**config.mk**
```make
export PLATFORM = sky130hd
export DESIGN_NAME = rx_fix_timer
export DESIGN_NICKNAME = d
export VERILOG_FILES = /design/src/rtl/rx_fix_pkg.sv /design/src/rtl/rx_fix_phase.sv /design/src/rtl/rx_fix_index.sv /design/src/rtl/rx_fix_track.sv /design/src/rtl/rx_fix_timer.sv
export SDC_FILE = /design/constraint.sdc
export NUM_CORES = 1
export LEC_CHECK = 0
export ABC_AREA = 1
export BUFFER_PORTS_ARGS = -buffer_cell sky130_fd_sc_hd__buf_2
export CORE_UTILIZATION = 54
export DETAILED_ROUTE_END_ITERATION = 12
export PLACE_DENSITY = 0.88
export SLEW_MARGIN = 20
export SYNTH_ARGS = -nofsm -noshare
export SYNTH_HDL_FRONTEND = slang
export SYNTH_HIERARCHICAL = 1
export SYNTH_SLANG_ARGS = --single-unit
```
**constraint.sdc**
```tcl
create_clock -name clk_i -period 1.5 [get_ports clk_i]
set_input_delay 0.075 -clock clk_i [delete_from_list [all_inputs] [get_ports clk_i]]
set_output_delay 0.075 -clock clk_i [all_outputs]
set_load 0.01 [all_outputs]
```
**src/rtl/rx_fix_pkg.sv**
```systemverilog
package rx_fix_pkg;
  localparam int unsigned BIT_CLKS   = 40;
  localparam int unsigned FRAME_BITS = 48;
  localparam int unsigned LEAD_CLKS  = 5;
  localparam int unsigned LAG_BITS   = 2;
  localparam int unsigned DLY_W      = 4;

  function automatic int unsigned width_of(input int unsigned n);
    return (n <= 2) ? 1 : $clog2(n);
  endfunction
endpackage

```
**src/rtl/rx_fix_phase.sv**
```systemverilog
module rx_fix_phase #(
  parameter int unsigned BIT_CLKS  = 40,
  parameter int unsigned LEAD_CLKS = 5,
  parameter int unsigned DLY_W     = 4,
  parameter int unsigned PH_W      = 6
) (
  input  logic [DLY_W-1:0] dly_i,
  output logic [PH_W-1:0]  target_o,
  output logic             late_o
);
  localparam int unsigned BASE  = BIT_CLKS - LEAD_CLKS;
  localparam int unsigned SUM_W = PH_W + 1;

  logic [SUM_W-1:0] sum;

  always_comb begin
    sum    = SUM_W'(BASE) + SUM_W'(dly_i);
    late_o = (sum >= SUM_W'(BIT_CLKS));
    if (late_o) target_o = PH_W'(sum - SUM_W'(BIT_CLKS));
    else        target_o = PH_W'(sum);
  end
endmodule

```
**src/rtl/rx_fix_index.sv**
```systemverilog
module rx_fix_index #(
  parameter int unsigned FRAME_BITS = 48,
  parameter int unsigned LAG_BITS   = 2,
  parameter int unsigned BIT_W      = 6
) (
  input  logic [BIT_W-1:0] tx_bit_i,
  input  logic             late_i,
  output logic [BIT_W-1:0] idx_o
);
  localparam int unsigned S_W = BIT_W + 1;
  localparam bit POW2 = (FRAME_BITS == (1 << BIT_W));

  logic [S_W-1:0] s;

  // offset by a full frame so the subtraction never goes negative
  assign s = S_W'(tx_bit_i) + S_W'(FRAME_BITS - LAG_BITS) - S_W'(late_i);

  if (POW2) begin : g_mask
    assign idx_o = s[BIT_W-1:0];
  end else begin : g_fold
    always_comb begin
      if (s >= S_W'(FRAME_BITS)) idx_o = BIT_W'(s - S_W'(FRAME_BITS));
      else                       idx_o = BIT_W'(s);
    end
  end
endmodule

```
**src/rtl/rx_fix_track.sv**
```systemverilog
module rx_fix_track #(
  parameter int unsigned FRAME_BITS = 48,
  parameter int unsigned BIT_W      = 6
) (
  input  logic             clk_i,
  input  logic             rst_ni,
  input  logic             hit_i,
  input  logic [BIT_W-1:0] idx_i,
  output logic             sample_o,
  output logic [BIT_W-1:0] rx_bit_o,
  output logic             rx_frame_o
);
  logic             sample_q, frame_q;
  logic [BIT_W-1:0] idx_q;
  logic             wrap;

  assign wrap = (idx_q == BIT_W'(FRAME_BITS - 1)) && (idx_i == '0);

  always_ff @(posedge clk_i or negedge rst_ni) begin
    if (!rst_ni) begin
      sample_q <= 1'b0;
      frame_q  <= 1'b0;
      idx_q    <= '0;
    end else begin
      sample_q <= hit_i;
      frame_q  <= hit_i & wrap;
      if (hit_i) idx_q <= idx_i;
    end
  end

  assign sample_o   = sample_q;
  assign rx_bit_o   = idx_q;
  assign rx_frame_o = frame_q;
endmodule

```
**src/rtl/rx_fix_timer.sv**
```systemverilog
module rx_fix_timer
  import rx_fix_pkg::*;
#(
  parameter int unsigned BIT_CLKS   = rx_fix_pkg::BIT_CLKS,
  parameter int unsigned FRAME_BITS = rx_fix_pkg::FRAME_BITS,
  parameter int unsigned LEAD_CLKS  = rx_fix_pkg::LEAD_CLKS,
  parameter int unsigned LAG_BITS   = rx_fix_pkg::LAG_BITS,
  parameter int unsigned DLY_W      = rx_fix_pkg::DLY_W,
  localparam int unsigned PH_W      = width_of(BIT_CLKS),
  localparam int unsigned BIT_W     = width_of(FRAME_BITS)
) (
  input  logic             clk_i,
  input  logic             rst_ni,
  input  logic [PH_W-1:0]  tx_phase_i,
  input  logic [BIT_W-1:0] tx_bit_i,
  input  logic [DLY_W-1:0] dly_i,
  output logic             sample_o,
  output logic [BIT_W-1:0] rx_bit_o,
  output logic             rx_frame_o
);
  logic [PH_W-1:0]  target;
  logic             late;
  logic [BIT_W-1:0] idx_next;
  logic             hit;

  rx_fix_phase #(
    .BIT_CLKS(BIT_CLKS), .LEAD_CLKS(LEAD_CLKS), .DLY_W(DLY_W), .PH_W(PH_W)
  ) u_phase (
    .dly_i(dly_i), .target_o(target), .late_o(late)
  );

  rx_fix_index #(
    .FRAME_BITS(FRAME_BITS), .LAG_BITS(LAG_BITS), .BIT_W(BIT_W)
  ) u_index (
    .tx_bit_i(tx_bit_i), .late_i(late), .idx_o(idx_next)
  );

  assign hit = (tx_phase_i == target);

  rx_fix_track #(
    .FRAME_BITS(FRAME_BITS), .BIT_W(BIT_W)
  ) u_track (
    .clk_i(clk_i), .rst_ni(rst_ni), .hit_i(hit), .idx_i(idx_next),
    .sample_o(sample_o), .rx_bit_o(rx_bit_o), .rx_frame_o(rx_frame_o)
  );
endmodule

```
==> results of run 1 <==
==> per-stage QoR <==
step	area [µm²]	std cells	util (%)	setup TNS (ps)
3_3_place_gp	1276	204	83.74	-4898
3_5_place_dp	1276	204	83.74	-5757
2_1_floorplan	1003	146	-	-2339
==> logic make-up after synthesis <==
family | synth area share, %
xor+xnor | 0.9847
buf+inv | 16.03
compound gates | 4.500
fa+ha+maj | 15.47
simple gates | 40.51
flops | 22.50
==> results.txt, run 1 <==
----------------------------------------------------
[Status]
  Outcome ... aborted with a tool error
  Step where the flow halted ... clock tree synthesis (4_1_cts)
  First logged error message ... [ERROR DPL-0033] detailed placement checks failed during check placement.

[Die]
  Initial Util ... 58.37%
  Width of the chip ... 42.59 µm
  Height of the die ... 42.59 µm
  Total I/O pin count ... 26
  Number of placement rows ... 14

[Synthesis]
  Top-area cell type share of the netlist area ... a little under a quarter
  Number of storage elements in the synthesis netlist ... 8
  Register area share after synthesis ... a little under a quarter
  Top cells by area in the synthesized netlist ... sky130_fd_sc_hd__dfrtp_1, sky130_fd_sc_hd__nand2_1, sky130_fd_sc_hd__ha_1
  Synthesized net count ... roughly 180
  Total standard cell area after synthesis ... 889.6 µm²
  Top flip-flop cell by instance count after synthesis ... sky130_fd_sc_hd__dfrtp_1
  Proportion of register bits with asynchronous set or reset after synthesis ... 100.0%
  Number of instances in the synthesized netlist ... roughly 150
  Post-synthesis area per instance ... 6.093 µm²
  Post-synth EDFFs ... 0
  Yosys top cell by area ... sky130_fd_sc_hd__dfrtp_1
  Distinct cells, synth ... 19
  Cell types with the highest counts after synthesis ... sky130_fd_sc_hd__nand2_1, sky130_fd_sc_hd__inv_1, sky130_fd_sc_hd__ha_1, sky130_fd_sc_hd__nor2_1
  Number of warnings reported in the yosys synthesis log ... 6
  Cell with the most instances after synthesis ... sky130_fd_sc_hd__nand2_1

[Placed design]
  Routability cong. ... 0.7933
  Post-detail-place hpwl ... 1816 µm
  Quantity of I/O buffers inserted on ports ... 25
  Post-Place Setup Slack ... -1342 ps

[CTS]
  Number of buffers created by CTS ... 3
  Total setup buffers inserted after CTS ... 18
  Root Driver ... sky130_fd_sc_hd__clkbuf_4
  CTS Hold Buffers Added ... 1
  Number of sinks driven by the clock tree ... 8
  CTS-repair resized insts ... 21
  Max Buffers Root-to-Sink ... 2
  Number of H-tree branching levels ... 1

----------------------------------------------------
==> run 2: changes to the inputs <==
- CORE_AREA: unset -> 2 2 63 65
- CORE_UTILIZATION: 54 -> unset
- DIE_AREA: unset -> 0 0 65 67
- PLACE_DENSITY: 0.88 -> unset
- PLACE_DENSITY_LB_ADDON: unset -> 0.15
==> results.txt, run 2 <==
----------------------------------------------------
[Status]
  Outcome ... finished, violations left (was aborted with a tool error)
  Violations in the final reports ... negative setup slack

[CTS]
  Number of buffers created by CTS ... 3 (unchanged)
  Max Buffers Root-to-Sink ... 2 (unchanged)
  Root Driver ... sky130_fd_sc_hd__clkbuf_8 (was sky130_fd_sc_hd__clkbuf_4)
  Number of sinks driven by the clock tree ... 8 (unchanged)
  Clk Latency, worst-skew pair ... 230 ps
  Clock transition at path regs ... 40 ps
  Number of H-tree branching levels ... 1 (unchanged)
  TritonCTS clock tree ... done

[Final layout]
  Fill cell count ... between 300 and 400
  Share of the core filled with cells in the final layout ... 45.39%
  Area used by multi-input combinational logic ... between 600 and 700 µm²
  Layout overhead on the synthesized area ... 83.97%
  Number of antenna diodes ... 0
  Fin nets ... 242
  Most common cell after layout, fill and taps aside ... sky130_fd_sc_hd__nand2_1
  Number of non-filler instances in the completed layout ... 259
  Number of flip-flops under the largest register name ... 6
  Register area ... 200.2 µm²
  Highest-count cells in the layout ignoring fill and taps ... sky130_fd_sc_hd__nand2_1, sky130_fd_sc_hd__inv_1, sky130_fd_sc_hd__buf_4
  Share of cells above drive strength 1 ... 50.24%

[Die]
  Initial Util ... 24.67% (was 58.37%)
  Total I/O pin count ... 26 (unchanged)
  Core Area ... 3606 µm²
  Width of the chip ... 65 µm (was 42.59 µm)
  Die ar. ... 4355 µm²
  Number of placement rows ... 22 (was 14)
  Height of the die ... 67 µm (was 42.59 µm)

[Synthesis]
  Yosys top cell by area ... sky130_fd_sc_hd__dfrtp_1 (unchanged)
  Proportion of register bits with asynchronous set or reset after synthesis ... 100.0% (unchanged)
  Cell with the most instances after synthesis ... sky130_fd_sc_hd__nand2_1 (unchanged)
  Compound-cell area share of the yosys netlist ... 4.501% (unchanged)
  Post-Synth Adder-Cell Area ... 15.47% (unchanged)
  Total standard cell area after synthesis ... 889.6 µm² (unchanged)
  Main combinational cell family by area after synthesis ... simple AND/OR/NAND/NOR gates (unchanged)
  Register area share after synthesis ... 22.50% (unchanged)
  Post-synth EDFFs ... 0 (unchanged)
  Fraction of synthesized cell area in xor and xnor cells ... 0.9845% (unchanged)
  Cell types with the highest counts after synthesis ... sky130_fd_sc_hd__nand2_1, sky130_fd_sc_hd__inv_1, sky130_fd_sc_hd__ha_1, sky130_fd_sc_hd__nor2_1 (unchanged)
  Number of storage elements in the synthesis netlist ... 8 (unchanged)
  Top-area cell type share of the netlist area ... 22.50% (unchanged)
  Top flip-flop cell by instance count after synthesis ... sky130_fd_sc_hd__dfrtp_1 (unchanged)
  Simple-gate share of the synthesized area ... 40.51% (unchanged)
  Number of warnings reported in the yosys synthesis log ... 6 (unchanged)
  Top cells by area in the synthesized netlist ... sky130_fd_sc_hd__dfrtp_1, sky130_fd_sc_hd__nand2_1, sky130_fd_sc_hd__ha_1 (unchanged)
  Distinct cells, synth ... 19 (unchanged)
  Synthesized net count ... 175 (unchanged)
  Number of instances in the synthesized netlist ... 146 (unchanged)
  Post-synthesis area per instance ... 6.093 µm² (unchanged)
  Fraction of synthesized area in multiplexers ... 0% (unchanged)

[Timing]
  Final setup slack of the worst path ... -815.6 ps
  Clock skew ... 1.611 ps
  Setup violators final ... 8
  Worst slew margin relative to its limit ... 86.66%
  Minimum period implied by the final worst setup slack ... about 2300 ps
  Top achievable clock speed ... 0.4318 GHz
  Final period utilization ... 154.4%
  Final-report max-slew violation count ... 0
  RSZ-0062 raised after global routing ... true
  Endpoints failing hold ... 0
  Slew at the pin with the worst max-slew slack ... approximately 200 ps

[Setup path]
  Highest cell delay on the worst timing path ... 180 ps
  Crit path required time ... 1660 ps
  Kind of cell adding the most delay to the critical path ... simple AND/OR/NAND/NOR gates
  Endpoint type of the worst setup path ... flop
  Data arrival at the endpoint of the critical path ... 2470 ps
  Critical-path maximum fanout ... 4
  Kind of critical path ... in -> reg
  Count of buffering cells on the critical path with inverters included ... 6
  Critical Path Slowest Stage Cell ... sky130_fd_sc_hd__ha_2
  Kind of start point of the critical path ... input port

[Routing]
  Number of routed nets with antenna violations ... 0
  First-pass DRT Iterations ... 4
  Number of DRC violations after detailed-routing iteration 0 ... 30
  Drt total wl ... 2303 µm
  DRC Markers ... 0
  DR vias/cell ... approximately 4.0
  Via count of the routed design ... 1035
  Routed length per placed instance ... 8.892 µm

[Placed design]
  Quantity of I/O buffers inserted on ports ... 25 (unchanged)
  Number of placed instances with taps included ... 239 (was 204)
  Post-detail-place hpwl ... 1758 µm (was 1816 µm)
  Routability cong. ... 0.7457 (was 0.7933)

[Global routing]
  Largest net degree at the start of global routing ... 9
  First-pass GRT wire length ... 3905 µm
  Overall Global Routing Usage ... 11.21%
  Number of antenna violations at the first check in global routing ... 0
  Number of global-route vias before repair ... ~1000
  Total global routing overflow ... 0

[Power]
  P per Cell Area ... 757.7 nW/µm²
  Worst ir drop on vdd ... between 200 and 250 µV
  Leakage power of the design ... 0.0009058 µW

[Job]
  Number of max-cap violations ... 0

[Worst hold path]
  Worst hold path class ... in -> async

----------------------------------------------------
[run 2: cell counts after synthesis]
No cell type changed its count.
[run 2: final timing paths]
| kind | start | end | slack [ps] | cells after the start |
|---|---|---|---|---|
| setup / recovery | dly_i[0] | u_track/rx_frame_o | -820 | 28 |
| hold / removal | rst_ni | u_track/sample_o | 220 | 2 |
| setup reg to reg | u_track/rx_bit_o[4] | u_track/rx_frame_o | 740 | 3 |
| hold reg to reg | u_track/rx_bit_o[1] | u_track/rx_bit_o[1] | 520 | 2 |
| max in group asynchronous | rst_ni | u_track/rx_bit_o[4] | 1120 | 2 |
| min in group clk_i | tx_bit_i[1] | u_track/rx_bit_o[1] | 300 | 4 |
[run 2: metal layers]
| layer | GRT usage, % | vias up | part of all wire [%] |
|---|---|---|---|
| met5 | 0 | - | 0 |
| met4 | 3.723 | 0 | 0 |
| met3 | 2.365 | 0 | 4.1 |
| met2 | 22.16 | 18 | 56 |
| met1 | 11.59 | 453 | 40 |
| li1 | - | 564 | - |
[run 2: power by group]
part           switching, µW  internal [µW]  total [µW]  leakage, µW
sequential              54.2            297         351     0.000102
combinational            328            307         635     0.000783
clock                   80.6            173         254    0.0000216
[run 2: cell families after synthesis]
| family | after synthesis |
|---|---|
| simple gates | 80 |
| buf+inv | 38 |
| fa+ha+maj | 11 |
| compound gates | 8 |
| flops | 8 |
| xor+xnor | 1 |
[run 2: cell type report]
class	instances	share of cell area (%)
flip-flops and latches	8	12.23
clock buffers	3	2.523
multi-input cells	100	42.20
repair buffers	61	28.21
inverters	38	10.70
repair inverters	1	0.4587
well taps	48	3.670
[run 2: timing repair]
item                       in CTS  in global routing
resized for setup              23                 17
buffers inserted               15                  6
gates cloned                    1                  0
hold buffers                    1                  0
pin swaps                      18                 17
hold endpoints to repair        8                  0
setup endpoints to repair       8                  8
[run 2: worst reg2reg max path, cell delays in order (launching register included)]
cell and delay [ps]:
sky130_fd_sc_hd__dfrtp_1 390, sky130_fd_sc_hd__nor2_1 120, sky130_fd_sc_hd__nand3b_1 90, sky130_fd_sc_hd__nor2_1 100
[run 2: per-stage QoR]
stage / total power [µW] / area (µm²) / worst slack, ps / hold WS, ps / setup TNS, ps
floorplan: 659.0 / 1003 / -848.3 / -220.6 / -2339
detailed placement: 894.2 / 1339 / -1237 / -71.98 / -5671
CTS: 1206 / 1554 / -834.3 / 220.4 / -5579
global route: 1358 / 1637 / -1038 / 241.2 / -7256
finish: 1240 / 1637 / -815.6 / 219.0 / -6023
global placement: 883.1 / 1339 / -1153 / -77.93 / -5227
No activity file was read; power rests on OpenSTA's default activity.
==> run 3: changes to the inputs <==
- REMOVE_ABC_BUFFERS: unset -> 1
==> results.txt, run 3 (synthesis gave the netlist of run 2 again) <==
----------------------------------------------------
[Final layout]
  Number of flip-flops under the largest register name ... 6 (unchanged)
  Register area ... 200.2 µm² (unchanged)
  Area used by multi-input combinational logic ... 666.9 µm² (was 690.7 µm²)
  Most common cell after layout, fill and taps aside ... sky130_fd_sc_hd__nand2_1 (unchanged)
  Number of antenna diodes ... 0 (unchanged)
  Number of non-filler instances in the completed layout ... 249 (was 259)
  Layout overhead on the synthesized area ... 67.37% (was 83.97%)
  Fin nets ... 232 (was 242)
  Fill cell count ... 394 (was 369)
  Highest-count cells in the layout ignoring fill and taps ... sky130_fd_sc_hd__nand2_1, sky130_fd_sc_hd__inv_1, sky130_fd_sc_hd__buf_2 (was sky130_fd_sc_hd__nand2_1, sky130_fd_sc_hd__inv_1, sky130_fd_sc_hd__buf_4)
  Share of cells above drive strength 1 ... 45.77% (was 50.24%)

[Placed design]
  Post-detail-place hpwl ... 1550 µm (was 1758 µm)
  Post-Place Setup Slack ... -1401 ps (was -1237 ps)
  Routability cong. ... 0.7049 (was 0.7457)
  Quantity of I/O buffers inserted on ports ... 25 (unchanged)
  Number of placed instances with taps included ... 235 (was 239)

[Timing]
  Slew at the pin with the worst max-slew slack ... 190.1 ps (was 199.6 ps)
  Worst slew margin relative to its limit ... 87.29% (was 86.66%)
  Setup violators final ... 8 (unchanged)
  Final setup slack of the worst path ... -886.9 ps (was -815.6 ps)
  Post-Route Setup TNS ... -3360 ps (was -6023 ps)
  RSZ-0062 raised after global routing ... true (unchanged)
  Minimum period implied by the final worst setup slack ... 2387 ps (was 2316 ps)
  Endpoints failing hold ... 0 (unchanged)
  Final-report max-slew violation count ... 0 (unchanged)
  Clock skew ... 1.226 ps (was 1.611 ps)
  Top achievable clock speed ... 0.4190 GHz (was 0.4318 GHz)
  Final period utilization ... 159.1% (was 154.4%)
  Worst-case hold slack ... 221.0 ps (was 219.0 ps)

[Power]
  P per Cell Area ... 806.7 nW/µm² (was 757.7 nW/µm²)
  Total chip power ... 1201 µW (was 1240 µW)
  Worst ir drop on vdd ... 252.4 µV (was 216.3 µV)
  Leakage power of the design ... 0.0008402 µW (was 0.0009058 µW)

[Setup path]
  Count of buffering cells on the critical path with inverters included ... 6 (unchanged)
  Kind of cell adding the most delay to the critical path ... simple AND/OR/NAND/NOR gates (unchanged)
  Critical Path Most Common Cell ... sky130_fd_sc_hd__nand2_1
  Endpoint type of the worst setup path ... flop (unchanged)
  Critical-path maximum fanout ... 3 (was 4)
  Highest cell delay on the worst timing path ... 160 ps (was 180 ps)
  Critical Path Slowest Stage Cell ... sky130_fd_sc_hd__ha_2 (unchanged)
  Kind of start point of the critical path ... input port (unchanged)
  Crit path required time ... 1650 ps (was 1660 ps)
  Kind of critical path ... in -> reg (unchanged)
  Data arrival at the endpoint of the critical path ... 2540 ps (was 2470 ps)

[CTS]
  Number of sinks driven by the clock tree ... 8 (unchanged)
  Number of buffers created by CTS ... 3 (unchanged)
  Root Driver ... sky130_fd_sc_hd__clkbuf_8 (unchanged)
  TritonCTS clock tree ... done (unchanged)
  Number of H-tree branching levels ... 1 (unchanged)
  Clk Latency, worst-skew pair ... 220 ps (was 230 ps)
  Max Buffers Root-to-Sink ... 2 (unchanged)
  Clock transition at path regs ... 40 ps (about the same)

[Global routing]
  Number of global-route vias before repair ... 902 (was 1010)
  Largest net degree at the start of global routing ... 9 (unchanged)
  Number of antenna violations at the first check in global routing ... 0 (unchanged)
  First-pass GRT wire length ... 3546 µm (was 3905 µm)
  Total global routing overflow ... 0 (unchanged)
  Overall Global Routing Usage ... 10.43% (was 11.21%)

[Routing]
  First-pass DRT Iterations ... 4 (unchanged)
  DR vias/cell ... 3.968 (was 3.996)
  DRC Markers ... 0 (unchanged)
  Drt total wl ... 2041 µm (was 2303 µm)
  Number of DRC violations after detailed-routing iteration 0 ... 33 (was 30)
  Number of routed nets with antenna violations ... 0 (unchanged)
  Routed length per placed instance ... 8.197 µm (was 8.892 µm)
  Via count of the routed design ... 988 (was 1035)

[Die]
  Total I/O pin count ... 26 (unchanged)
  Core Area ... 3606 µm² (unchanged)
  Width of the chip ... 65 µm (unchanged)
  Number of placement rows ... 22 (unchanged)
  Initial Util ... 24.67% (unchanged)
  Die ar. ... 4355 µm² (unchanged)
  Height of the die ... 67 µm (unchanged)

[Status]
  Violations in the final reports ... negative setup slack (unchanged)
  Outcome ... finished, violations left (unchanged)

[Job]
  Number of max-cap violations ... 0 (unchanged)

[Worst hold path]
  Worst hold path class ... in -> async (unchanged)

----------------------------------------------------
==> run 3: changes by cell type in the layout (fill, tap and decap cells not counted), sizes merged <==
cell | before | now
buf | 60 | 50
==> run 3: per-layer routing <==
layer  vias to the layer above  track usage (%)  routed length, µm
li1                        545                -                  -
met1                       422            12.09                915
met2                        19            18.81               1033
met3                         2            1.520                 82
met4                         0            4.787                  9
met5                         -                0                  0
==> run 3: report_power, final <==
group	total (µW)	internal [µW]	switching (µW)
combinational	598	289	309
sequential	352	297	55.8
clock	251	173	77.6
total	1200	759	442
==> run 3: worst paths after layout <==
kind	startpoint	to	slack, ps	cells past startpoint
worst max-delay path	dly_i[0]	u_track/rx_frame_o	-890	27
worst min-delay path	rst_ni	u_track/rx_bit_o[0]	220	2
worst max register to register	u_track/rx_bit_o[4]	u_track/rx_frame_o	720	3
worst min register to register	u_track/rx_bit_o[0]	u_track/rx_bit_o[0]	510	2
max in group asynchronous	rst_ni	u_track/rx_frame_o	1120	2
min in group clk_i	tx_phase_i[5]	u_track/sample_o	310	5
==> run 3: area by class of cell <==
type / instances / area share (%)
multi-input combinational: 100 / 44.79
timing repair buffer: 51 / 24.03
sequential: 8 / 13.45
inverter: 38 / 10.42
tap: 48 / 4.034
clock buffer: 3 / 2.773
timing repair inverter: 1 / 0.5042
==> run 3: timing repair <==
item | CTS | global route
pin swaps | 19 | 24
gates cloned | 1 | 0
hold buffers | 1 | 0
resized for setup | 37 | 14
endpoints found under the setup margin | 8 | 8
setup buffers | 6 | 3
endpoints found under the hold margin | 8 | 0
==> run 3: per-stage QoR <==
stage / util (%) / instance area (µm²)
floorplan: - / 889.6
global placement: 33.14 / 1195
detailed placement: 33.14 / 1195
CTS: 39.73 / 1433
global route: 41.29 / 1489
finish: 41.29 / 1489
==> run 3: worst register-to-register path, stage by stage (launching register included) <==
cell	delay [ps]
sky130_fd_sc_hd__dfrtp_1	390
sky130_fd_sc_hd__nor2_1	110
sky130_fd_sc_hd__nand3b_1	90
sky130_fd_sc_hd__nor2_1	120
